**src/rtl/mcc_pkg.sv**
```systemverilog
package mcc_pkg;
  localparam int XLEN = 32;
  localparam int NREG = 32;
  localparam int RA_W = $clog2(NREG);
  localparam int IMM_W = 16;
  localparam int TGT_W = 26;

  typedef enum logic [5:0] {
    OP_RTYPE = 6'b000000,
    OP_LW    = 6'b100011,
    OP_SW    = 6'b101011,
    OP_BEQ   = 6'b000100,
    OP_J     = 6'b000010
  } opcode_e;

  typedef enum logic [2:0] {
    ALU_AND = 3'b000,
    ALU_OR  = 3'b001,
    ALU_ADD = 3'b010,
    ALU_SUB = 3'b110,
    ALU_SLT = 3'b111
  } alu_ctl_e;

  typedef enum logic [1:0] {
    AOP_ADD   = 2'b00,
    AOP_SUB   = 2'b01,
    AOP_FUNCT = 2'b10
  } alu_op_e;

  localparam logic [5:0] FN_ADD = 6'b100000;
  localparam logic [5:0] FN_SUB = 6'b100010;
  localparam logic [5:0] FN_AND = 6'b100100;
  localparam logic [5:0] FN_OR  = 6'b100101;
  localparam logic [5:0] FN_SLT = 6'b101010;

  typedef struct packed {
    logic    dst_is_rd;
    logic    b_is_imm;
    logic    wb_from_mem;
    logic    reg_write;
    logic    mem_read;
    logic    mem_write;
    logic    branch;
    logic    jump;
    alu_op_e alu_op;
  } ctrl_t;

  function automatic logic [XLEN-1:0] sext16(input logic [IMM_W-1:0] v);
    return {{(XLEN-IMM_W){v[IMM_W-1]}}, v};
  endfunction

  function automatic logic [XLEN-1:0] branch_dest(input logic [XLEN-1:0] pc4,
                                                  input logic [IMM_W-1:0] off);
    return pc4 + (sext16(off) << 2);
  endfunction

  function automatic logic [XLEN-1:0] jump_dest(input logic [XLEN-1:0] pc4,
                                                input logic [TGT_W-1:0] tgt);
    return {pc4[XLEN-1:TGT_W+2], tgt, 2'b00};
  endfunction

  function automatic logic [XLEN-1:0] alu_eval(input alu_ctl_e ctl,
                                               input logic [XLEN-1:0] a,
                                               input logic [XLEN-1:0] b);
    logic [XLEN-1:0] r;
    case (ctl)
      ALU_AND: r = a & b;
      ALU_OR:  r = a | b;
      ALU_ADD: r = a + b;
      ALU_SUB: r = a - b;
      ALU_SLT: r = ($signed(a) < $signed(b)) ? {{(XLEN-1){1'b0}}, 1'b1} : '0;
      default: r = a + b;
    endcase
    return r;
  endfunction
endpackage

```
**src/rtl/mcc_regbank.sv**
```systemverilog
module mcc_regbank #(
  parameter int DW = 32,
  parameter int N  = 32,
  localparam int AW = $clog2(N)
) (
  input  logic          clk,
  input  logic          rst,
  input  logic [AW-1:0] raddr_a,
  output logic [DW-1:0] rdata_a,
  input  logic [AW-1:0] raddr_b,
  output logic [DW-1:0] rdata_b,
  input  logic          we,
  input  logic [AW-1:0] waddr,
  input  logic [DW-1:0] wdata
);
  logic [DW-1:0] mem [N];

  always_ff @(posedge clk) begin
    if (rst) begin
      for (int i = 0; i < N; i++) mem[i] <= '0;
    end else if (we && (waddr != '0)) begin
      mem[waddr] <= wdata;
    end
  end

  assign rdata_a = mem[raddr_a];
  assign rdata_b = mem[raddr_b];


  r0_read_zero_chk: assert property (@(posedge clk) disable iff (rst)
    (raddr_a == '0) |-> (rdata_a == '0));
endmodule

```
**src/rtl/mcc_main_dec.sv**
```systemverilog
module mcc_main_dec
  import mcc_pkg::*;
(
  input  logic [5:0] opcode,
  output ctrl_t      ctl
);
  always_comb begin
    ctl = '0;
    ctl.alu_op = AOP_ADD;
    case (opcode)
      OP_RTYPE: begin
        ctl.dst_is_rd = 1'b1;
        ctl.reg_write = 1'b1;
        ctl.alu_op    = AOP_FUNCT;
      end
      OP_LW: begin
        ctl.b_is_imm    = 1'b1;
        ctl.wb_from_mem = 1'b1;
        ctl.reg_write   = 1'b1;
        ctl.mem_read    = 1'b1;
      end
      OP_SW: begin
        ctl.b_is_imm  = 1'b1;
        ctl.mem_write = 1'b1;
      end
      OP_BEQ: begin
        ctl.branch = 1'b1;
        ctl.alu_op = AOP_SUB;
      end
      OP_J: ctl.jump = 1'b1;
      default: ctl.alu_op = AOP_ADD;
    endcase
  end
endmodule

```
**src/rtl/mcc_alu_dec.sv**
```systemverilog
module mcc_alu_dec
  import mcc_pkg::*;
(
  input  alu_op_e    op_class,
  input  logic [5:0] funct,
  output alu_ctl_e   alu_ctl
);
  always_comb begin
    case (op_class)
      AOP_ADD: alu_ctl = ALU_ADD;
      AOP_SUB: alu_ctl = ALU_SUB;
      AOP_FUNCT: begin
        case (funct)
          FN_ADD:  alu_ctl = ALU_ADD;
          FN_SUB:  alu_ctl = ALU_SUB;
          FN_AND:  alu_ctl = ALU_AND;
          FN_OR:   alu_ctl = ALU_OR;
          FN_SLT:  alu_ctl = ALU_SLT;
          default: alu_ctl = ALU_ADD;
        endcase
      end
      default: alu_ctl = ALU_ADD;
    endcase
  end
endmodule

```
**src/rtl/mcc_alu.sv**
```systemverilog
module mcc_alu
  import mcc_pkg::*;
#(
  parameter int DW = XLEN
) (
  input  alu_ctl_e      ctl,
  input  logic [DW-1:0] a,
  input  logic [DW-1:0] b,
  output logic [DW-1:0] y,
  output logic          zero
);
  assign y    = alu_eval(ctl, a, b);
  assign zero = (y == '0);
endmodule

```
**src/rtl/mono_cycle_core.sv**
```systemverilog
module mono_cycle_core
  import mcc_pkg::*;
#(
  parameter logic [31:0] RESET_PC = 32'h0
) (
  input  logic        clk,
  input  logic        rst,
  output logic [31:0] pc_o,
  input  logic [31:0] imem_word_i,
  output logic [31:0] dmem_addr_o,
  output logic [31:0] dmem_wdata_o,
  output logic        dmem_we_o,
  output logic        dmem_re_o,
  input  logic [31:0] dmem_rdata_i,
  output logic        rf_we_o,
  output logic [4:0]  rf_waddr_o,
  output logic [31:0] rf_wdata_o
);
  logic [XLEN-1:0] pc_q, pc_next, pc_plus4, branch_target, jump_target;
  logic [5:0]      f_op, f_fn;
  logic [RA_W-1:0] f_rs, f_rt, f_rd, wsel;
  logic [IMM_W-1:0] f_imm;
  logic [TGT_W-1:0] f_tgt;
  ctrl_t           ctl;
  alu_ctl_e        alu_ctl;
  logic [XLEN-1:0] rd_a, rd_b, imm_x, alu_b, alu_y, wb_val;
  logic            alu_zero, take_branch, is_jump, wb_en;

  assign f_op  = imem_word_i[31:26];
  assign f_rs  = imem_word_i[25:21];
  assign f_rt  = imem_word_i[20:16];
  assign f_rd  = imem_word_i[15:11];
  assign f_fn  = imem_word_i[5:0];
  assign f_imm = imem_word_i[15:0];
  assign f_tgt = imem_word_i[25:0];

  mcc_main_dec u_main (.opcode(f_op), .ctl(ctl));
  mcc_alu_dec  u_adec (.op_class(ctl.alu_op), .funct(f_fn), .alu_ctl(alu_ctl));

  mcc_regbank #(.DW(XLEN), .N(NREG)) u_rf (
    .clk(clk), .rst(rst),
    .raddr_a(f_rs), .rdata_a(rd_a),
    .raddr_b(f_rt), .rdata_b(rd_b),
    .we(wb_en), .waddr(wsel), .wdata(wb_val)
  );

  assign imm_x = sext16(f_imm);
  assign alu_b = ctl.b_is_imm ? imm_x : rd_b;

  mcc_alu #(.DW(XLEN)) u_alu (.ctl(alu_ctl), .a(rd_a), .b(alu_b), .y(alu_y), .zero(alu_zero));

  assign wsel   = ctl.dst_is_rd ? f_rd : f_rt;
  assign wb_val = ctl.wb_from_mem ? dmem_rdata_i : alu_y;
  assign wb_en  = ctl.reg_write && (wsel != '0);

  assign pc_plus4      = pc_q + 32'd4;
  assign branch_target = branch_dest(pc_plus4, f_imm);
  assign jump_target   = jump_dest(pc_plus4, f_tgt);
  assign take_branch   = ctl.branch & alu_zero;
  assign is_jump       = ctl.jump;

  always_comb begin
    if (is_jump)          pc_next = jump_target;
    else if (take_branch) pc_next = branch_target;
    else                  pc_next = pc_plus4;
  end

  always_ff @(posedge clk) begin
    if (rst) pc_q <= RESET_PC;
    else     pc_q <= pc_next;
  end

  assign pc_o         = pc_q;
  assign dmem_addr_o  = alu_y;
  assign dmem_wdata_o = rd_b;
  assign dmem_we_o    = ctl.mem_write;
  assign dmem_re_o    = ctl.mem_read;
  assign rf_we_o      = wb_en;
  assign rf_waddr_o   = wsel;
  assign rf_wdata_o   = wb_val;


  rst_pc_zero_chk: assert property (@(posedge clk)
    rst |=> (pc_q == RESET_PC));

  seq_pc_step_chk: assert property (@(posedge clk) disable iff (rst)
    (!take_branch && !is_jump) |=> (pc_q == $past(pc_plus4)));

  br_taken_pc_chk: assert property (@(posedge clk) disable iff (rst)
    take_branch |=> (pc_q == $past(branch_target)));

  jmp_pc_chk: assert property (@(posedge clk) disable iff (rst)
    is_jump |=> (pc_q == $past(jump_target)));

  store_no_wb_chk: assert property (@(posedge clk) disable iff (rst)
    dmem_we_o |-> !rf_we_o);

  r0_no_write_chk: assert property (@(posedge clk) disable iff (rst)
    rf_we_o |-> (rf_waddr_o != 5'd0));

  sub_class_chk: assert property (@(posedge clk) disable iff (rst)
    (ctl.alu_op == AOP_SUB) |-> (alu_ctl == ALU_SUB));
endmodule

```
**config.mk**
```make
export PLATFORM = sky130hd
export DESIGN_NAME = mono_cycle_core
export DESIGN_NICKNAME = d
export VERILOG_FILES = /design/src/rtl/mcc_pkg.sv /design/src/rtl/mcc_regbank.sv /design/src/rtl/mcc_main_dec.sv /design/src/rtl/mcc_alu_dec.sv /design/src/rtl/mcc_alu.sv /design/src/rtl/mono_cycle_core.sv
export SDC_FILE = /design/constraint.sdc
export NUM_CORES = 2
export LEC_CHECK = 0
export BUFFER_PORTS_ARGS = -buffer_cell sky130_fd_sc_hd__buf_2
export CORE_UTILIZATION = 62
export CTS_BUF_LIST = sky130_fd_sc_hd__clkbuf_16
export DETAILED_ROUTE_END_ITERATION = 10
export GPL_TIMING_DRIVEN = 1
export HOLD_SLACK_MARGIN = 0.12
export PLACE_DENSITY = 0.8
export SETUP_SLACK_MARGIN = 0.3
export SLEW_MARGIN = 20
export SYNTH_ARGS = -nofsm -noshare
export SYNTH_HDL_FRONTEND = slang
export SYNTH_SLANG_ARGS = --single-unit
```
**constraint.sdc**
```tcl
create_clock -name clk -period 9.4 [get_ports clk]
set_input_delay 0.47 -clock clk [delete_from_list [all_inputs] [get_ports clk]]
set_output_delay 0.47 -clock clk [all_outputs]
set_load 0.03 [all_outputs]
```
Word-level counts from Yosys, hierarchy flattened:

Memories as Yosys holds them, arrays and structs flattened.
Cells that the tools add are included.

* bits in registers: 32
* RAM bits: 1024
* bits of input ports: 66
* word-level logic and storage cells: 59
* memories: 1

* add/subtract/negate cells: 4
* $lt $le $gt $ge: 1
* equal/unequal tests: 13
* multiplexer cells: 25
* bitwise gates (word level): 3
* reduce and logical (&&, ||, !) cells: 10

Memory list
* u_rf.mem: words 32, width 32, rd ports 2, clocked after memory_dff 0, wr ports 32, RTL line mcc_regbank.sv:16 `logic [DW-1:0] mem [N];`

Operators by type and width (count)
* 32-bit two-way mux: 5
* 32-bit one-hot mux with 4 select lines: 1
* 32-bit adder: 2
* 6-bit == test (second input constant): 6
* 32-bit by 3-bit adder with 32-bit output (second input constant): 1
* 32-bit AND: 1
* 32-bit zero test: 1
* 32-bit < comparator: 1
* 32-bit bitwise OR: 1
* 32-bit OR reduction: 1
* 32-bit subtractor: 1
* 1-bit two-way mux: 14
* 3-bit one-hot mux with 4 select lines: 1
* 5-bit two-way mux: 2
* 3-bit == test (second input constant): 2
* 6-bit by 2-bit == test with 1-bit output (second input constant): 1
* 6-bit by 3-bit == test with 1-bit output (second input constant): 1
* 6-bit zero test: 1
* 3-bit one-hot mux with 2 select lines: 1
* 2-bit OR reduction: 3
* 5-bit nonzero test: 1
* 2-bit one-hot mux with 2 select lines: 1
* 3-bit by 1-bit == test with 1-bit output (second input constant): 1
* 3-bit zero test: 1
* other kinds (4): 5

Longest topological paths before layout:

* depth in word-level cells: 11
* depth in mapped cells: 27
* mapped depth without buffers: 22

Modules after synthesis:

From an unflattened synthesis, not the netlist that was laid out.

* cells, all modules: 6113
* area, all modules: 66212.3 µm²

Modules (own cells, without submodules)
* mcc_regbank: instances 1, cells each 4605, area an instance 55888.6 µm², seq. area each 30749.5 µm²
* mcc_alu: instances 1, cells each 890, area an instance 5771.8 µm², seq. area each 0.0 µm²
* mono_cycle_core: instances 1, cells each 587, area an instance 4320.4 µm², seq. area each 600.6 µm²
* mcc_alu_dec: instances 1, cells each 15, area an instance 118.9 µm², seq. area each 0.0 µm²
* mcc_main_dec: instances 1, cells each 16, area an instance 112.6 µm², seq. area each 0.0 µm²

Worst setup path before layout:

No wires, ideal clock.

* path type: input to output
* start: input imem_word_i[16]
* end: output rf_wdata_o[30]
* arrival time: 6.679 ns
* data required time: 8.930 ns
* slack: 2.251 ns
* stages on the path: 21
* buffers on the path: 5
* cells stage by stage: clkbuf_1 -> buf_1 -> buf_1 -> mux4_2 -> mux4_2 -> mux2_2 -> o21ai_0 -> ha_1 -> buf_2 -> nor4_1 -> and2_1 -> nor2b_1 -> a32oi_1 -> and2_1 -> and4_1 -> or3_1 -> a221o_1 -> or2_2 -> mux2i_1 -> clkbuf_1 -> inv_1

* longest elaborated chain between the ends: 5
* elaborated cells between the ends (all ways): 8
* classes of those cells: add/sub: 2; mux: 3; bitwise: 2; memory: 1

Ends and longest elaborated chain
* from (decl): RTL line mono_cycle_core.sv:9 `input logic [31:0] imem_word_i,`
* memory 32 x 32 bit *
* named net dmem_wdata_o[20]: RTL line mono_cycle_core.sv:11 `output logic [31:0] dmem_wdata_o,`
* 32-bit two-way mux *: RTL line mono_cycle_core.sv:48 `assign alu_b = ctl.b_is_imm ? imm_x : rd_b;`
* 32-bit adder or 32-bit subtractor (tied branches): RTL line mcc_pkg.sv:69, mcc_pkg.sv:72, mcc_pkg.sv:70
* 32-bit one-hot mux with 4 select lines *: RTL line mcc_pkg.sv:66 `case (ctl)`
* named net dmem_addr_o[30]: RTL line mono_cycle_core.sv:10 `output logic [31:0] dmem_addr_o,`
* 32-bit two-way mux *: RTL line mono_cycle_core.sv:53 `assign wb_val = ctl.wb_from_mem ? dmem_rdata_i : alu_y;`
* to (decl): RTL line mono_cycle_core.sv:17 `output logic [31:0] rf_wdata_o`

Mark *: on every way through the listed nets, which the timed path passes. The rest lies on a longest branch.

Worst setup path after layout:

* start: input imem_word_i[16]
* end: output rf_wdata_o[31]

* longest elaborated chain between the ends: 5
* elaborated cells between the ends (all ways): 8
* classes of those cells: add/sub: 2; mux: 3; bitwise: 2; memory: 1

Ends and longest elaborated chain (RTL line)
* memory 32 x 32 bit *
* 32-bit two-way mux *: mono_cycle_core.sv:48
* 32-bit adder, or another cell as far along: mcc_pkg.sv:69, mcc_pkg.sv:72
* 32-bit one-hot mux with 4 select lines *: mcc_pkg.sv:66
* 32-bit two-way mux *: mono_cycle_core.sv:53

Every way passes the cells marked *; elsewhere a longest branch is shown, timed or not.

==> out/results.md <==
| Stage | Parameter | This run |
|:---|:---|:---|
| outcome | Outcome | finished, final reports clean |
| clocking | Num CTS Buffers | 106 |
| clocking | Buffers inserted during post-CTS setup optimization | 0 |
| power and ir drop | LEAKAGE | 25.5 nW |
| hold path | Worst Hold Class | in2reg |
| power and ir drop | Pwr per Cell Area | 199 nW/um2 |
| sta | Worst setup skew after layout | 0.0605 ns |
| setup path | Endpoint required time on the critical path | 8.93 ns |
| global routing | Antenna violations before repair | 12 |
| global routing | Global-route wire length before repair | 311,000 um |
| synthesis | Cell accounting for the most synthesized area | edfxtp_1 |
| synthesis | Area share of the largest cell type after synthesis | 50.4% |
| power and ir drop | IR Drop Worst-Case VDD | 0.000161 V |
| floorplan | Total Die Area | 99,700 um2 |
| clocking | Clock latency on the worst-skew pair | 0.74 ns |
| sta | RSZ-0062 raised after global routing | no |
| final layout | Area growth syn-to-layout | 10.5% |
| setup path | Stage delay of the slowest cell on the critical path | 0.72 ns |
| synthesis | Flop and latch count out of synthesis | 1,054 |
| floorplan | Height of the die | 316 um |
| synthesis | Count of flip-flops with a built-in enable after synthesis | 1,024 |
| synthesis | Share of async-settable or async-resettable flops after synthesis | 0% |
| placement | Placed cell count | 5,801 |
| global routing | Remaining global-route overflow | 0 |
| clocking | Clock input transition at the sequential cells of the worst setup and hold paths | 0.07 ns |
| setup path | Slowest library cell on the worst path | o22ai_1 |
| floorplan | Number of rows in the core area | 114 |
| clocking | Number of buffers on the longest clock path | 3 |
| setup path | Category of the most critical setup path | in2out |
| synthesis | Register area share after synthesis | 51.4% |
| final layout | Share of final-layout standard cells stronger than drive strength 1 | 28.8% |
| setup path | Buffers plus inverters on the worst setup path | 4 |
| drt | DR WL/cell | 36.6 um |
| synthesis | Top area cells in the synthesized netlist | edfxtp_1 (50%), mux4_2 (24%), nor2_1 (7.0%) |
| floorplan | Die Wd | 316 um |
| drt | Detail Route Antenna Nets | 0 |
| setup path | Cell family contributing the most delay on the critical path | compound AO/OA/AOI/OAI gates |
| final layout | Count of filler cells inserted in the layout | 6,015 |
| clocking | Cell at the root of the clock tree | clkbuf_16 |
| synthesis | Leading post-synthesis cells by instance count | nor2_1 (1,135), edfxtp_1 (1,024), mux4_2 (640) |
| drt | DRT Pass-1 Iters | 9 |
| synthesis | Mean instance size in the synthesized netlist | 13.4 um2 |
| synthesis | Most instantiated flip-flop cell in the synthesis netlist | edfxtp_1 |
| synthesis | Synth Instances | 4,558 |
| placement | Buffers added on ports | 199 |
| setup path | Maximum fanout count along the critical path | 49 |
| sta | Shortest period the worst path allows | 8.28 ns |
| sta | Upper clock frequency limit | 121 MHz |
| drt | Final routed DRC violation total | 0 |
| synthesis | Count of yosys warnings during synthesis | 0 |
| floorplan | Standard cell core area | 97,100 um2 |
| placement | GPL Wtd Cong | 1.09 |
| sta | Part of the cycle the worst path needs | 88.1% |
| sta | Setup TNS | 0 ns |
| floorplan | Initial Utilization | 62.8% |
| sta | Setup violations, final | 0 |
| setup path | Kind of capture point of the worst setup path | output port |
| drt | DRT iter0 DRCs | 8,947 |
| synthesis | Distinct cells, synth | 106 |
| sta | Worst relative slew slack | 17.2% |
| final layout | Final net count | 4,841 |
| setup path | Element type at the critical path start | input port |
| sta | Max Transition Viols Final | 0 |
| floorplan | Number of top-level pins | 202 |
| sta | Number of hold violations in the final report | 0 |
| final layout | Finished Layout Cells | 6,002 |
| setup path | Cell breakdown of the critical path | buf_8 > buf_4 > mux4_2 > mux4_2 > mux2_2 > o21ai_0 > ha_1 > nor3_1 > nor3_1 > a21oi_2 > a21oi_1 > o22ai_1 > o21bai_1 > a31oi_1 > a21oi_1 > a211o_1 > a21oi_2 > nand2_1 > o21ai_2 > inv_1 > buf_2 |
| drt | Vias | 46,600 |
| drt | Via density | 7.77 |
| setup path | Worst path arrival time | 7.81 ns |
| global routing | Pin count of the biggest net entering global routing | 76 |
| synthesis | Post-synthesis instance area | 61,000 um2 |
| placement | DPL Wire Length | 131,000 um |
| synthesis | Most frequently used cell type in the post-synthesis netlist | nor2_1 |
| clocking | Number of levels the H-tree was split into | 3 |
| clocking | Number of sinks handled by clock tree synthesis | 1,054 |
| flow run | Number of max-cap violations | 0 |
| sta | Slew at the pin closest to its max-slew limit | 1.24 ns |
| global routing | Via count of the first global-routing pass | 45,800 |
| drt | Final wirelength | 220,000 um |
| global routing | Overall fraction of global-route tracks in use | 44.1% |
| clocking | CTS tree | done |
[tightest hold or removal path, stage by stage]
cell and delay, ns:
buf_2 0.16, nand3_1 0.09, nand3_1 0.08
[per-stage QoR]
stage                     util, %  total power [mW]  instance area [um2]  hold WS (ns)  worst slack (ns)
final                        69.4              13.4                67400         0.143              1.12
after floorplan                 -              7.76                61200         0.588              2.25
after CTS                    69.4              13.2                67400         0.134              1.42
after global placement       65.8              9.03                64000         0.589              1.48
after global routing         69.4              13.6                67400         0.146             0.976
after detailed placement     65.8              9.09                64000         0.586              1.39
[registers in the layout, summed over array words and instances, names as in the netlist]
signal / flops
u_rf.mem: 1024
pc_o: 30
[cell families after synthesis]
logic type                 Yosys count  share of synthesized area [%]
other                                1                        0.00614
muxes                              744                           25.4
DFF                               1054                           51.4
buffers and inverters              565                           3.66
adders and majority gates          132                           2.74
AOI/OAI and AO/OA                  446                           5.26
and+or+nand+nor                   1558                           10.7
xor gates and xnor gates            58                          0.832
[repair_timing]
action / 4_1_cts / 5_1_grt
resized for setup: 0 / 0
hold buffers: 10 / 0
hold endpoints to repair: 10 / 0
[placed cells by master, fill, tap and decap left out, types with 46 or more instances in the layout]
| cell type | netlist | layout |
|---|---|---|
| a21oi_1 | 94 | 94 |
| buf_2 | 20 | 191 |
| buf_4 | 10 | 144 |
| clkbuf_16 | 0 | 108 |
| edfxtp_1 | 1024 | 1024 |
| ha_1 | 129 | 129 |
| inv_1 | 144 | 156 |
| mux2_2 | 63 | 63 |
| mux4_2 | 640 | 640 |
| nand2_1 | 168 | 120 |
| nand3_1 | 48 | 46 |
| nor2_1 | 1135 | 1134 |
| o21ai_0 | 79 | 79 |
[layer usage]
layer | vias to the layer above | share of wire [%] | track usage [%]
li1 | 17500 | - | -
met1 | 22400 | 29 | 53.0
met2 | 5320 | 44 | 66.3
met3 | 1441 | 18 | 17.8
met4 | 20 | 8.5 | 29.0
met5 | - | 0.11 | 0
[cell type report]
class	instances	area [um2]	area share (%)
inverters	146	548	0.813
clock inverters	79	644	0.955
multi-input cells	2972	28100	41.7
flip-flops and latches	1054	31400	46.5
repair buffers	363	2460	3.65
diodes	4	10.0	0.0148
clock buffers	108	2700	4.01
well taps	1276	1600	2.37
[final timing paths]
path	from	to	slack (ns)	depth (start not counted)
setup / recovery	imem_word_i[16]	rf_wdata_o[31]	1.12	21
hold / removal	imem_word_i[0]	pc_o[2]	0.14	3
setup reg to reg	u_rf.mem[31][1]	pc_o[29]	2.14	20
hold reg to reg	pc_o[31]	pc_o[31]	0.60	3
[power by group]
group          switching, mW  internal [mW]  total, mW
clock network           1.89           2.32       4.22
registers              0.105           5.31       5.41
logic                   2.67           1.11       3.79
(Power assumes the default switching activity.)
